===== src/rtl/mbx_pkg.sv =====
package mbx_pkg;
   localparam int WORD_W = 32;
   localparam int BYTE_W = 8;

   typedef struct packed {
      logic [7:0] rsv_hi;
      logic [7:0] xfer_len;
      logic [3:0] cmd_id;
      logic [2:0] rsv_lo;
      logic       notify;
      logic [7:0] opcode;
   } cmd_word_t;

   typedef struct packed {
      logic [7:0] rsv_hi;
      logic [7:0] fault_code;
      logic [7:0] origin;
      logic [3:0] cmd_id;
      logic [1:0] rsv_lo;
      logic       fault;
      logic       busy;
   } stat_word_t;

   typedef enum logic [2:0] {
      RG_NONE,
      RG_CMD,
      RG_STAT,
      RG_WBUF,
      RG_RBUF
   } region_e;
endpackage


===== src/rtl/mbx_decode.sv =====
module mbx_decode
   import mbx_pkg::*;
#(
   parameter int              ADDR_W    = 8,
   parameter int              IDX_W     = 2,
   parameter int              BUF_BYTES = 16,
   parameter logic [ADDR_W-1:0] CMD_OFS  = 'h00,
   parameter logic [ADDR_W-1:0] STAT_OFS = 'h04,
   parameter logic [ADDR_W-1:0] WBUF_BASE = 'h80,
   parameter logic [ADDR_W-1:0] RBUF_BASE = 'h90
) (
   input  logic [ADDR_W-1:0] addr,
   output region_e           region,
   output logic [IDX_W-1:0]  word_idx,
   output logic [1:0]        lane
);
   localparam logic [ADDR_W-1:0] SPAN = ADDR_W'(BUF_BYTES);

   logic [ADDR_W-1:0] wofs;
   logic [ADDR_W-1:0] rofs;

   assign wofs = addr - WBUF_BASE;
   assign rofs = addr - RBUF_BASE;
   assign lane = addr[1:0];

   always_comb begin
      region   = RG_NONE;
      word_idx = wofs[IDX_W+1:2];
      if (addr == CMD_OFS) begin
         region = RG_CMD;
      end else if (addr == STAT_OFS) begin
         region = RG_STAT;
      end else if (wofs < SPAN) begin
         region = RG_WBUF;
      end else if (rofs < SPAN) begin
         region   = RG_RBUF;
         word_idx = rofs[IDX_W+1:2];
      end
   end
endmodule


===== src/rtl/mbx_buf.sv =====
module mbx_buf #(
   parameter int WORDS  = 4,
   parameter int IDX_W  = 2,
   parameter int DATA_W = 32
) (
   input  logic              clk,
   input  logic              rst_n,
   input  logic              we,
   input  logic [IDX_W-1:0]  widx,
   input  logic [DATA_W-1:0] wdata,
   input  logic [IDX_W-1:0]  ridx,
   output logic [DATA_W-1:0] rdata
);
   localparam int FLAT_W = WORDS * DATA_W;

   logic [FLAT_W-1:0] flat;

   for (genvar gi = 0; gi < WORDS; gi++) begin : g_slot
      logic [DATA_W-1:0] slot_q;
      always_ff @(posedge clk) begin
         if (!rst_n) begin
            slot_q <= '0;
         end else if (we && (widx == IDX_W'(gi))) begin
            slot_q <= wdata;
         end
      end
      assign flat[gi*DATA_W +: DATA_W] = slot_q;
   end

   assign rdata = flat[int'(ridx)*DATA_W +: DATA_W];
endmodule


===== src/rtl/mbx_ctrl.sv =====
module mbx_ctrl
   import mbx_pkg::*;
#(
   parameter logic [7:0] INIT_ID = 8'hA7
) (
   input  logic              clk,
   input  logic              rst_n,
   input  logic              cmd_wr_i,
   input  logic [WORD_W-1:0] cmd_word_i,
   input  logic              done_i,
   input  logic              fault_i,
   input  logic [7:0]        fault_code_i,
   output logic [WORD_W-1:0] cmd_o,
   output logic              doorbell_o,
   output logic              irq_o,
   output logic [WORD_W-1:0] status_o
);
   cmd_word_t  cmd_q;
   stat_word_t st;
   logic       busy_q;
   logic       fault_q;
   logic [7:0] code_q;
   logic       bell_q;
   logic       irq_q;
   logic       accept_done;

   assign accept_done = done_i && busy_q && !cmd_wr_i;

   always_ff @(posedge clk) begin
      if (!rst_n) begin
         cmd_q   <= '0;
         busy_q  <= 1'b0;
         fault_q <= 1'b0;
         code_q  <= '0;
         bell_q  <= 1'b0;
         irq_q   <= 1'b0;
      end else begin
         bell_q <= cmd_wr_i;
         irq_q  <= 1'b0;
         if (cmd_wr_i) begin
            cmd_q   <= cmd_word_t'(cmd_word_i);
            busy_q  <= 1'b1;
            fault_q <= 1'b0;
            code_q  <= '0;
         end else if (accept_done) begin
            busy_q  <= 1'b0;
            fault_q <= fault_i;
            code_q  <= fault_code_i;
            irq_q   <= cmd_q.notify;
         end
      end
   end

   always_comb begin
      st            = '0;
      st.busy       = busy_q;
      st.fault      = fault_q;
      st.cmd_id     = cmd_q.cmd_id;
      st.origin     = INIT_ID;
      st.fault_code = code_q;
   end

   assign cmd_o      = cmd_q;
   assign doorbell_o = bell_q;
   assign irq_o      = irq_q;
   assign status_o   = st;

   assert_busy_on_cmd_R2: assert property (@(posedge clk) disable iff (!rst_n)
      cmd_wr_i |=> (status_o[0] && doorbell_o));

   assert_doorbell_single_R2: assert property (@(posedge clk) disable iff (!rst_n)
      (doorbell_o && !cmd_wr_i) |=> !doorbell_o);

   assert_done_clears_R4: assert property (@(posedge clk) disable iff (!rst_n)
      (done_i && status_o[0] && !cmd_wr_i) |=>
         (!status_o[0] && status_o[1] == $past(fault_i) && status_o[23:16] == $past(fault_code_i)));

   assert_irq_idle_R5: assert property (@(posedge clk) disable iff (!rst_n)
      irq_o |-> (!status_o[0] && !doorbell_o));

   assert_irq_pulse_R5: assert property (@(posedge clk) disable iff (!rst_n)
      irq_o |=> !irq_o);

   assert_new_cmd_clears_R6: assert property (@(posedge clk) disable iff (!rst_n)
      cmd_wr_i |=> (!status_o[1] && status_o[23:16] == 8'h00));

   assert_idle_done_R7: assert property (@(posedge clk) disable iff (!rst_n)
      (done_i && !status_o[0] && !cmd_wr_i) |=> ($stable(status_o) && !irq_o));

   assert_cmd_wins_R8: assert property (@(posedge clk) disable iff (!rst_n)
      (cmd_wr_i && done_i) |=> (status_o[0] && !irq_o));
endmodule


===== src/rtl/host_ctrl_mailbox.sv =====
module host_ctrl_mailbox
   import mbx_pkg::*;
#(
   parameter int                ADDR_W    = 8,
   parameter int                BUF_WORDS = 4,
   parameter logic [ADDR_W-1:0] WBUF_BASE = 'h80,
   parameter logic [ADDR_W-1:0] RBUF_BASE = 'h90,
   parameter logic [7:0]        INIT_ID   = 8'hA7,
   localparam int               IDX_W     = $clog2(BUF_WORDS)
) (
   input  logic              clk,
   input  logic              rst_n,
   input  logic [ADDR_W-1:0] hst_addr,
   input  logic [31:0]       hst_wdata,
   input  logic              hst_wr,
   input  logic              hst_rd,
   input  logic              hst_byte,
   output logic [31:0]       hst_rdata,
   output logic              host_irq,
   output logic [31:0]       ctl_cmd,
   output logic              ctl_doorbell,
   input  logic [IDX_W-1:0]  ctl_wb_idx,
   output logic [31:0]       ctl_wb_word,
   input  logic              ctl_rb_we,
   input  logic [IDX_W-1:0]  ctl_rb_idx,
   input  logic [31:0]       ctl_rb_wdata,
   input  logic              ctl_done,
   input  logic              ctl_err,
   input  logic [7:0]        ctl_ecode
);
   localparam int BUF_BYTES = BUF_WORDS * (WORD_W / BYTE_W);
   localparam logic [ADDR_W-1:0] CMD_OFS  = 'h00;
   localparam logic [ADDR_W-1:0] STAT_OFS = 'h04;

   if (BUF_WORDS < 2 || (BUF_WORDS & (BUF_WORDS - 1)) != 0) begin : g_bad_words
      $error("BUF_WORDS must be a power of two of at least 2");
   end
   if (ADDR_W < 8) begin : g_bad_addr
      $error("ADDR_W must be at least 8");
   end
   if (WBUF_BASE[1:0] != 2'b00 || RBUF_BASE[1:0] != 2'b00) begin : g_bad_align
      $error("buffer bases must be word aligned");
   end
   if (int'(WBUF_BASE) < 8 || int'(RBUF_BASE) < 8) begin : g_bad_low
      $error("buffers overlap command or status offsets");
   end
   if (!(int'(RBUF_BASE) >= int'(WBUF_BASE) + BUF_BYTES ||
         int'(WBUF_BASE) >= int'(RBUF_BASE) + BUF_BYTES)) begin : g_bad_overlap
      $error("buffer windows overlap");
   end

   region_e           region;
   logic [IDX_W-1:0]  word_idx;
   logic [1:0]        lane;
   logic              cmd_wr;
   logic [WORD_W-1:0] status;
   logic [WORD_W-1:0] rb_word;
   logic [WORD_W-1:0] rdata_q;
   logic [WORD_W-1:0] rb_lane_word;

   mbx_decode #(
      .ADDR_W    (ADDR_W),
      .IDX_W     (IDX_W),
      .BUF_BYTES (BUF_BYTES),
      .CMD_OFS   (CMD_OFS),
      .STAT_OFS  (STAT_OFS),
      .WBUF_BASE (WBUF_BASE),
      .RBUF_BASE (RBUF_BASE)
   ) u_decode (
      .addr     (hst_addr),
      .region   (region),
      .word_idx (word_idx),
      .lane     (lane)
   );

   assign cmd_wr = hst_wr && (region == RG_CMD);

   mbx_ctrl #(
      .INIT_ID (INIT_ID)
   ) u_ctrl (
      .clk          (clk),
      .rst_n        (rst_n),
      .cmd_wr_i     (cmd_wr),
      .cmd_word_i   (hst_wdata),
      .done_i       (ctl_done),
      .fault_i      (ctl_err),
      .fault_code_i (ctl_ecode),
      .cmd_o        (ctl_cmd),
      .doorbell_o   (ctl_doorbell),
      .irq_o        (host_irq),
      .status_o     (status)
   );

   mbx_buf #(
      .WORDS  (BUF_WORDS),
      .IDX_W  (IDX_W),
      .DATA_W (WORD_W)
   ) u_outbound (
      .clk   (clk),
      .rst_n (rst_n),
      .we    (hst_wr && (region == RG_WBUF)),
      .widx  (word_idx),
      .wdata (hst_wdata),
      .ridx  (ctl_wb_idx),
      .rdata (ctl_wb_word)
   );

   mbx_buf #(
      .WORDS  (BUF_WORDS),
      .IDX_W  (IDX_W),
      .DATA_W (WORD_W)
   ) u_inbound (
      .clk   (clk),
      .rst_n (rst_n),
      .we    (ctl_rb_we),
      .widx  (ctl_rb_idx),
      .wdata (ctl_rb_wdata),
      .ridx  (word_idx),
      .rdata (rb_word)
   );

   always_comb begin
      rb_lane_word = rb_word;
      if (hst_byte) begin
         rb_lane_word = {{(WORD_W-BYTE_W){1'b0}}, rb_word[{lane, 3'b000} +: BYTE_W]};
      end
   end

   always_ff @(posedge clk) begin
      if (!rst_n) begin
         rdata_q <= '0;
      end else if (hst_rd) begin
         unique case (region)
            RG_STAT: rdata_q <= status;
            RG_RBUF: rdata_q <= rb_lane_word;
            default: rdata_q <= '0;
         endcase
      end
   end

   assign hst_rdata = rdata_q;

   assert_hidden_read_zero_R11: assert property (@(posedge clk) disable iff (!rst_n)
      (hst_rd && (region == RG_NONE || region == RG_CMD || region == RG_WBUF)) |=> (hst_rdata == '0));

   assert_rdata_hold_R11: assert property (@(posedge clk) disable iff (!rst_n)
      !hst_rd |=> $stable(hst_rdata));

   assert_byte_read_narrow_R10: assert property (@(posedge clk) disable iff (!rst_n)
      (hst_rd && hst_byte && region == RG_RBUF) |=> (hst_rdata[31:8] == 24'h0));
endmodule


===== config.mk =====
export PLATFORM = sky130hd
export DESIGN_NAME = host_ctrl_mailbox
export DESIGN_NICKNAME = d
export VERILOG_FILES = /design/src/rtl/mbx_pkg.sv /design/src/rtl/mbx_decode.sv /design/src/rtl/mbx_buf.sv /design/src/rtl/mbx_ctrl.sv /design/src/rtl/host_ctrl_mailbox.sv
export SDC_FILE = /design/constraint.sdc
export NUM_CORES = 1
export LEC_CHECK = 0
export CAP_MARGIN = 30
export CORE_ASPECT_RATIO = 0.8
export CORE_MARGIN = 2
export CORE_UTILIZATION = 45
export CTS_BUF_LIST = sky130_fd_sc_hd__clkbuf_2
export DETAILED_ROUTE_END_ITERATION = 8
export PLACE_DENSITY_LB_ADDON = 0.3
export REMOVE_ABC_BUFFERS = 1
export SYNTH_ARGS = -nofsm -noshare
export SYNTH_HDL_FRONTEND = slang
export SYNTH_SLANG_ARGS = --single-unit
export TNS_END_PERCENT = 10

===== constraint.sdc =====
create_clock -name clk -period 3.9 [get_ports clk]
set_input_delay 0.585 -clock clk [delete_from_list [all_inputs] [get_ports clk]]
set_output_delay 0.585 -clock clk [all_outputs]
set_load 0.02 [all_outputs]

==> results of run 1 <==
## area by class of cell
cell class | count | area share, %
tap | 377 | 2.93
clock inverter | 27 | 1.13
sequential | 332 | 41.2
antenna | 3 | 0.0466
timing repair buffer | 215 | 13.1
inverter | 3 | 0.116
clock buffer | 115 | 3.57
multi-input combinational | 1023 | 37.9
## metal layers
metal	part of all wire [%]	vias to the layer above
met1	44	5498
met4	2.2	0
met3	7.1	67
met5	0	-
met2	47	454
li1	-	5482
## per-stage QoR
step                      hold slack (ns)  setup slack [ns]  utilization (%)
after CTS                           0.213             0.957             55.1
after detailed placement            0.446             0.918             52.5
after global routing                0.248             0.918             55.1
final                               0.317              1.07             55.2
after global placement              0.438             0.993             52.5
after floorplan                     0.433            -0.487                -
## placed cells by master (no fill, tap or decap), drive strengths merged, types with 2 or more instances in the layout
master,n
o22ai,2
clkbuf,115
nand3,18
a31oi,7
nand2b,3
diode,3
dfxtp,332
nor2,57
inv,6
a41oi,3
nand4,2
a221oi,9
o22a,2
nand2,472
a32o,3
nor3b,2
a32oi,2
clkdlybuf4s50,186
bufinv,3
or2,2
mux2i,41
o21a,2
buf,29
nor3,9
mux4,63
a22o,34
a21oi,247
nor2b,5
and3,5
clkinv,21
o21ai,19
a21o,3
## registers in the layout, summed over array words and instances (netlist names), 8 cells and up
signal / count
u_ctrl.code_q: 8
u_inbound.g_slot.slot_q: 128
u_outbound.g_slot.slot_q: 128
u_ctrl.cmd_o: 32
hst_rdata: 32
## critical path, cell delays in order
cell and delay (ns):
buf_2 0.50, mux4_2 0.58, clkdlybuf4s50_1 0.58
## worst min-delay path by stage
stage,from,slack (ns),end,cells past startpoint
2_1_floorplan,u_inbound.g_slot[1].slot_q[0]$_SDFFE_PN0P_,0.43,u_inbound.g_slot[1].slot_q[0]$_SDFFE_PN0P_,2
3_3_place_gp,u_outbound.g_slot[1].slot_q[21]$_SDFFE_PN0P_,0.44,u_outbound.g_slot[1].slot_q[21]$_SDFFE_PN0P_,2
3_5_place_dp,u_outbound.g_slot[1].slot_q[30]$_SDFFE_PN0P_,0.45,u_outbound.g_slot[1].slot_q[30]$_SDFFE_PN0P_,2
4_1_cts,ctl_done,0.21,u_ctrl.irq_o$_SDFF_PP0_,3
5_1_grt,ctl_done,0.25,u_ctrl.irq_o$_SDFF_PP0_,3
6_report,ctl_ecode[1],0.32,u_ctrl.code_q[1]$_SDFFE_PP0P_,3
## logic make-up after synthesis
| kind of cell | Yosys count | synth area share (%) |
|---|---|---|
| multiplexers | 104 | 13.7 |
| AO/OA/AOI/OAI | 336 | 14.4 |
| AND/OR/NAND/NOR | 583 | 17.5 |
| flip-flops | 332 | 50.0 |
| buffers and inverters | 130 | 4.37 |
## power by group through the flow
stage	Combinational, mW	Clock (mW)	Sequential, mW
2_1_floorplan	0.208	0	3.56
3_3_place_gp	0.511	0	3.55
3_5_place_dp	0.518	0	3.56
4_1_cts	0.520	2.46	3.48
5_1_grt	0.561	2.65	3.49
6_report	0.521	2.38	3.48
==> key figures, run 1 <==
CTS
  – CTS buffer count: 84
  – Hold Buf Count CTS: 0
  – H-tree levels: 3
  – # resized after CTS: 0
  – Worst-Skew Late Latency: 0.90 ns
  – CTS tree: yes
  – CTS sink count: 332
  – CTS Buffer Depth: 3
  – CTS clk-pin slew, worst paths: 0.10 ns
  – # Post-CTS Setup Buffers: 0
  – Clk root buf: clkbuf_2

STA
  – Slew Viols, Final: 0
  – RSZ-0062 raised after global routing: false
  – Slew @ Worst Pin: 0.973 ns
  – Final min period: 2.83 ns
  – Final Hold Vio Count: 0
  – Setup-failing EPs final: 0
  – Setup TNS: 0 ns
  – Fmax: 353 MHz
  – Relative slew slack: 35.0%
  – Fin crit share: 72.6%
  – Worst Skew: 0.0831 ns

Die
  – Die span in y: around 160 um
  – # IOs: 190
  – CORE AREA: 29,200 um^2
  – Cell row count: 56
  – Starting Density: 45.5%
  – Full die area: 31,000 um^2
  – Die Width: 196 um

Global route
  – Busiest grt layer: met2
  – GRT Total Usage: 24.8%
  – Global-route met1 utilization: 33.3%
  – Vias in the first global route: roughly 11,000
  – First-pass GRT wire length: 60,600 um
  – Met2 Usage GRT: 40.1%
  – Initial antenna violation count: 2
  – Largest net degree at the start of global routing: 113
  – Global route overflow: 0
  – M3 GR Usage: 5.03%

Worst setup path
  – CP Capture Type: output pin
  – Worst R2R Path Depth: 4
  – Worst Setup SP: ctl_wb_idx[1]
  – CP arrival: 2.25 ns
  – FF-to-FF End: hst_rdata[4]$_SDFFE_PN0P_
  – Critical path fanouts, max: 18
  – Critical path class: primary input to output pin
  – Reg-to-Reg Start: u_inbound.g_slot[3].slot_q[20]$_SDFFE_PN0P_
  – Reg-to-reg slack, setup: 2.31 ns
  – Nature of the critical path startpoint: primary input
  – CP Data Required Time: 3.31 ns
  – Worst Setup EP: ctl_wb_word[26]

Pwr
  – Leak Pwr: 5.80 nW
  – PD cells: around 400 nW/um^2
  – Overall Power: 6.38 mW
  – Combinational power share: 8.2%
  – Switch share: 27.1%
  – Clock power frac: about 37%
  – Cell Int Power: 4.65 mW
  – Psw: approximately 1.7 mW
  – Reg power frac: roughly 55%
  – Maximum vdd drop: between 200 and 250 uV

Placed design
  – IO Port Bufs: approximately 190
  – Post-DP Area: 15,400 um^2
  – Placed insts: 1,950
  – Placer Congestion: 0.820
  – DP HPWL: 23,900 um

Route
  – Final ANT Viol Nets: 0
  – DRC: 0
  – DR iter-0 viols: 810
  – Final wirelength: between 30,000 and 40,000 um
  – DR pass1 iterations: 6
  – Routed vias/inst: 5.49
  – Routed len/inst: 18.3 um
  – DR vias: approximately 12,000

Cells and area
  – Synthesis-to-finish area growth: 21.1%
  – Fill cell count: 2,698
  – Fin area: 16,100 um^2
  – Fin nets: 1,751
  – Share of cells above drive strength 1: a little over an eighth
  – Register area: 6650 um^2
  – Area occupied by multi-input gates: around 6100 um^2
  – Final non-filler cell total: approximately 2,100

Yosys
  – Post-synthesis cell area: 13,300 um^2
  – Synth warn: 0
  – Top-count cell post-synth: nand2_1
  – Syn avg cell area: roughly 9.0 um^2
  – Ys async rst share: 0%
  – Synth top area cells: dfxtp_1 (50%), nand2_1 (13%), mux4_2 (11%)
  – Top cell type's share of synthesized area: between 40% and 50%
  – Leading area contributor after synthesis: dfxtp_1
  – Sequential element share of the synthesized area: 50.0%
  – Top cells by count, synth: nand2_1 (472), dfxtp_1 (332), a21oi_1 (247), clkbuf_1 (83), mux4_2 (63)
  – Number of synthesized flops with an enable pin: 0
  – Ys flop type: dfxtp_1
  – Syn Inst Count: 1,485
  – Post-synth cell types: 44
  – Seq cells post-synth: 332

Outcome
  – Status: finished clean

Min path
  – Worst hold path type: primary input to flop

Job
  – Max cap viols: 0
No activity file was read; power rests on OpenSTA's default activity.
==> run 2, diff against run 1 <==
==> constraint.sdc (replaced) <==
create_clock -name clk -period 2.6 [get_ports clk]
set_input_delay 0.39 -clock clk [delete_from_list [all_inputs] [get_ports clk]]
set_output_delay 0.39 -clock clk [all_outputs]
set_load 0.02 [all_outputs]
==> run 2 against run 1 <==
Net effect:
- cell area up 1.1%
- core utilization increased by 0.61 points
- largest power group unchanged
- first-iteration DRC count up 3.3%
- sequential share of layout area down 0.45 points
- die area stayed put
- worst hold slack worse by 0.18 ns
- register-to-register slack worse by 1.2 ns
- flip-flop and latch count unchanged
- largest cell class unchanged
- clock skew fell by 0.0092 ns
- non-clock buffer count increased by 24
- sequential power increased by 50%
==> key figures, run 2 (same netlist as run 1, synthesis figures left out) <==
CTS
  – Worst-Skew Late Latency: 0.87 ns
  – H-tree levels: 3
  – Hold Buf Count CTS: 0
  – CTS Buffer Depth: 3
  – Clk root buf: clkbuf_2
  – CTS clk-pin slew, worst paths: 0.10 ns
  – CTS tree: yes
  – CTS sink count: 332
  – CTS buffer count: 82

STA
  – RSZ-0062 raised after global routing: false
  – Final min period: about 2.4 ns
  – Hold Slack: 0.142 ns
  – Post-route setup slack: roughly 0.22 ns
  – Setup-failing EPs final: 0
  – Final Hold Vio Count: 0
  – Slew @ Worst Pin: 0.841 ns
  – Worst Skew: 0.0739 ns
  – Fin crit share: 91.4%
  – Fmax: 421 MHz
  – Slew Viols, Final: 0
  – Relative slew slack: 43.9%

Worst setup path
  – CP Data Required Time: about 2.2 ns
  – Nature of the critical path startpoint: flop
  – Critical path class: flop to output pin
  – Critical path fanouts, max: 2
  – CP Capture Type: output pin
  – CP arrival: a little under 2 ns
  – Worst Setup SP: u_outbound.g_slot[3].slot_q[29]$_SDFFE_PN0P_
  – Reg-to-Reg Start: u_inbound.g_slot[3].slot_q[21]$_SDFFE_PN0P_

Global route
  – GRT Total Usage: 24.8%
  – Global-route met1 utilization: between 30% and 40%
  – M3 GR Usage: 4.75%
  – Global route overflow: 0
  – Initial antenna violation count: 4
  – Largest net degree at the start of global routing: 75
  – Met2 Usage GRT: between 30% and 40%
  – Vias in the first global route: roughly 11,000
  – Busiest grt layer: met2
  – First-pass GRT wire length: 59,900 um

Min path
  – Hold_sp: ctl_ecode[1]
  – Worst hold path type: primary input to flop

Outcome
  – Status: finished clean

Cells and area
  – Commonest cells after routing, fill and taps aside: nand2_1 (472), dfxtp_1 (332), a21oi_1 (247)
  – Most common cell after layout, fill and taps aside: nand2_1
  – Biggest regs: u_inbound.g_slot.slot_q (128), u_outbound.g_slot.slot_q (128)
  – Fill cell count: 2,631
  – Final non-filler cell total: 2,109
  – Synthesis-to-finish area growth: 22.5%
  – Fin util: 55.8%
  – Fin nets: roughly 1,800
  – Share of cells above drive strength 1: between 10 and 15%

Route
  – DR iter-0 viols: 837
  – Final wirelength: 38,900 um
  – DRC: 0
  – DR pass1 iterations: 7
  – DR vias: about 12,000
  – Routed len/inst: 18.5 um
  – Routed vias/inst: 5.52
  – Final ANT Viol Nets: 0

Placed design
  – IO Port Bufs: ~190
  – DP HPWL: 24,300 um
  – Pre-CTS WS: between 0.15 and 0.2 ns
  – Placed insts: 1,974
  – Placer Congestion: 0.820

Pwr
  – PD cells: 578 nW/um^2
  – Maximum vdd drop: approximately 330 uV
  – Leak Pwr: 6.08 nW
  – Overall Power: 9.42 mW

Job
  – Max cap viols: 0

Die
  – # IOs: 190
  – Die span in y: 158 um
  – Die Width: between 150 and 200 um
  – Cell row count: 56
  – CORE AREA: slightly below 30,000 um^2
  – Starting Density: 45.5%
  – Full die area: 31,000 um^2
-- run 2: power by group --
group | internal (mW) | switching, mW
clock | 1.36 | 2.02
sequential | 5.17 | 0.0476
combinational | 0.346 | 0.472
total | 6.88 | 2.54
-- run 2: critical path: stages (launching register included) --
cell and delay (ns):
dfxtp_1 0.33, mux4_2 0.49, dlygate4sd2_1 0.34
-- run 2: metal layers --
layer	wire, um	vias up
li1	-	5518
met1	17300	5638
met2	18100	421
met3	2820	56
met4	668	4
met5	24	-
-- run 2: worst paths after layout --
check	to	slack (ns)	cells past startpoint
hold / removal	u_ctrl.code_q[1]$_SDFFE_PP0P_	0.14	3
hold reg to reg	u_ctrl.irq_o$_SDFF_PP0_	0.43	2
setup / recovery	ctl_wb_word[29]	0.22	2
setup reg to reg	hst_rdata[5]$_SDFFE_PN0P_	1.15	4
-- run 2: cell type report --
type / instances / area, um^2 / area share (%)
antenna: 1 / 2.50 / 0.0154
clock buffer: 114 / 571 / 3.50
clock inverter: 20 / 129 / 0.791
inverter: 3 / 18.8 / 0.115
multi-input combinational: 1023 / 6090 / 37.4
sequential: 332 / 6650 / 40.8
tap: 377 / 472 / 2.89
timing repair buffer: 239 / 2360 / 14.5
-- run 2: what timing repair did --
action / 4_1_cts / 5_1_grt
resized for setup: 32 / 0
buffers inserted: 0 / 0
endpoints found under the setup margin: 32 / 0
-- run 2: through the flow --
stage               instance area, um^2  TNS (ns)
global route                      16300         0
global placement                  15600         0
CTS                               16300         0
floorplan                         12700   -102.31
finish                            16300         0
detailed placement                15600         0
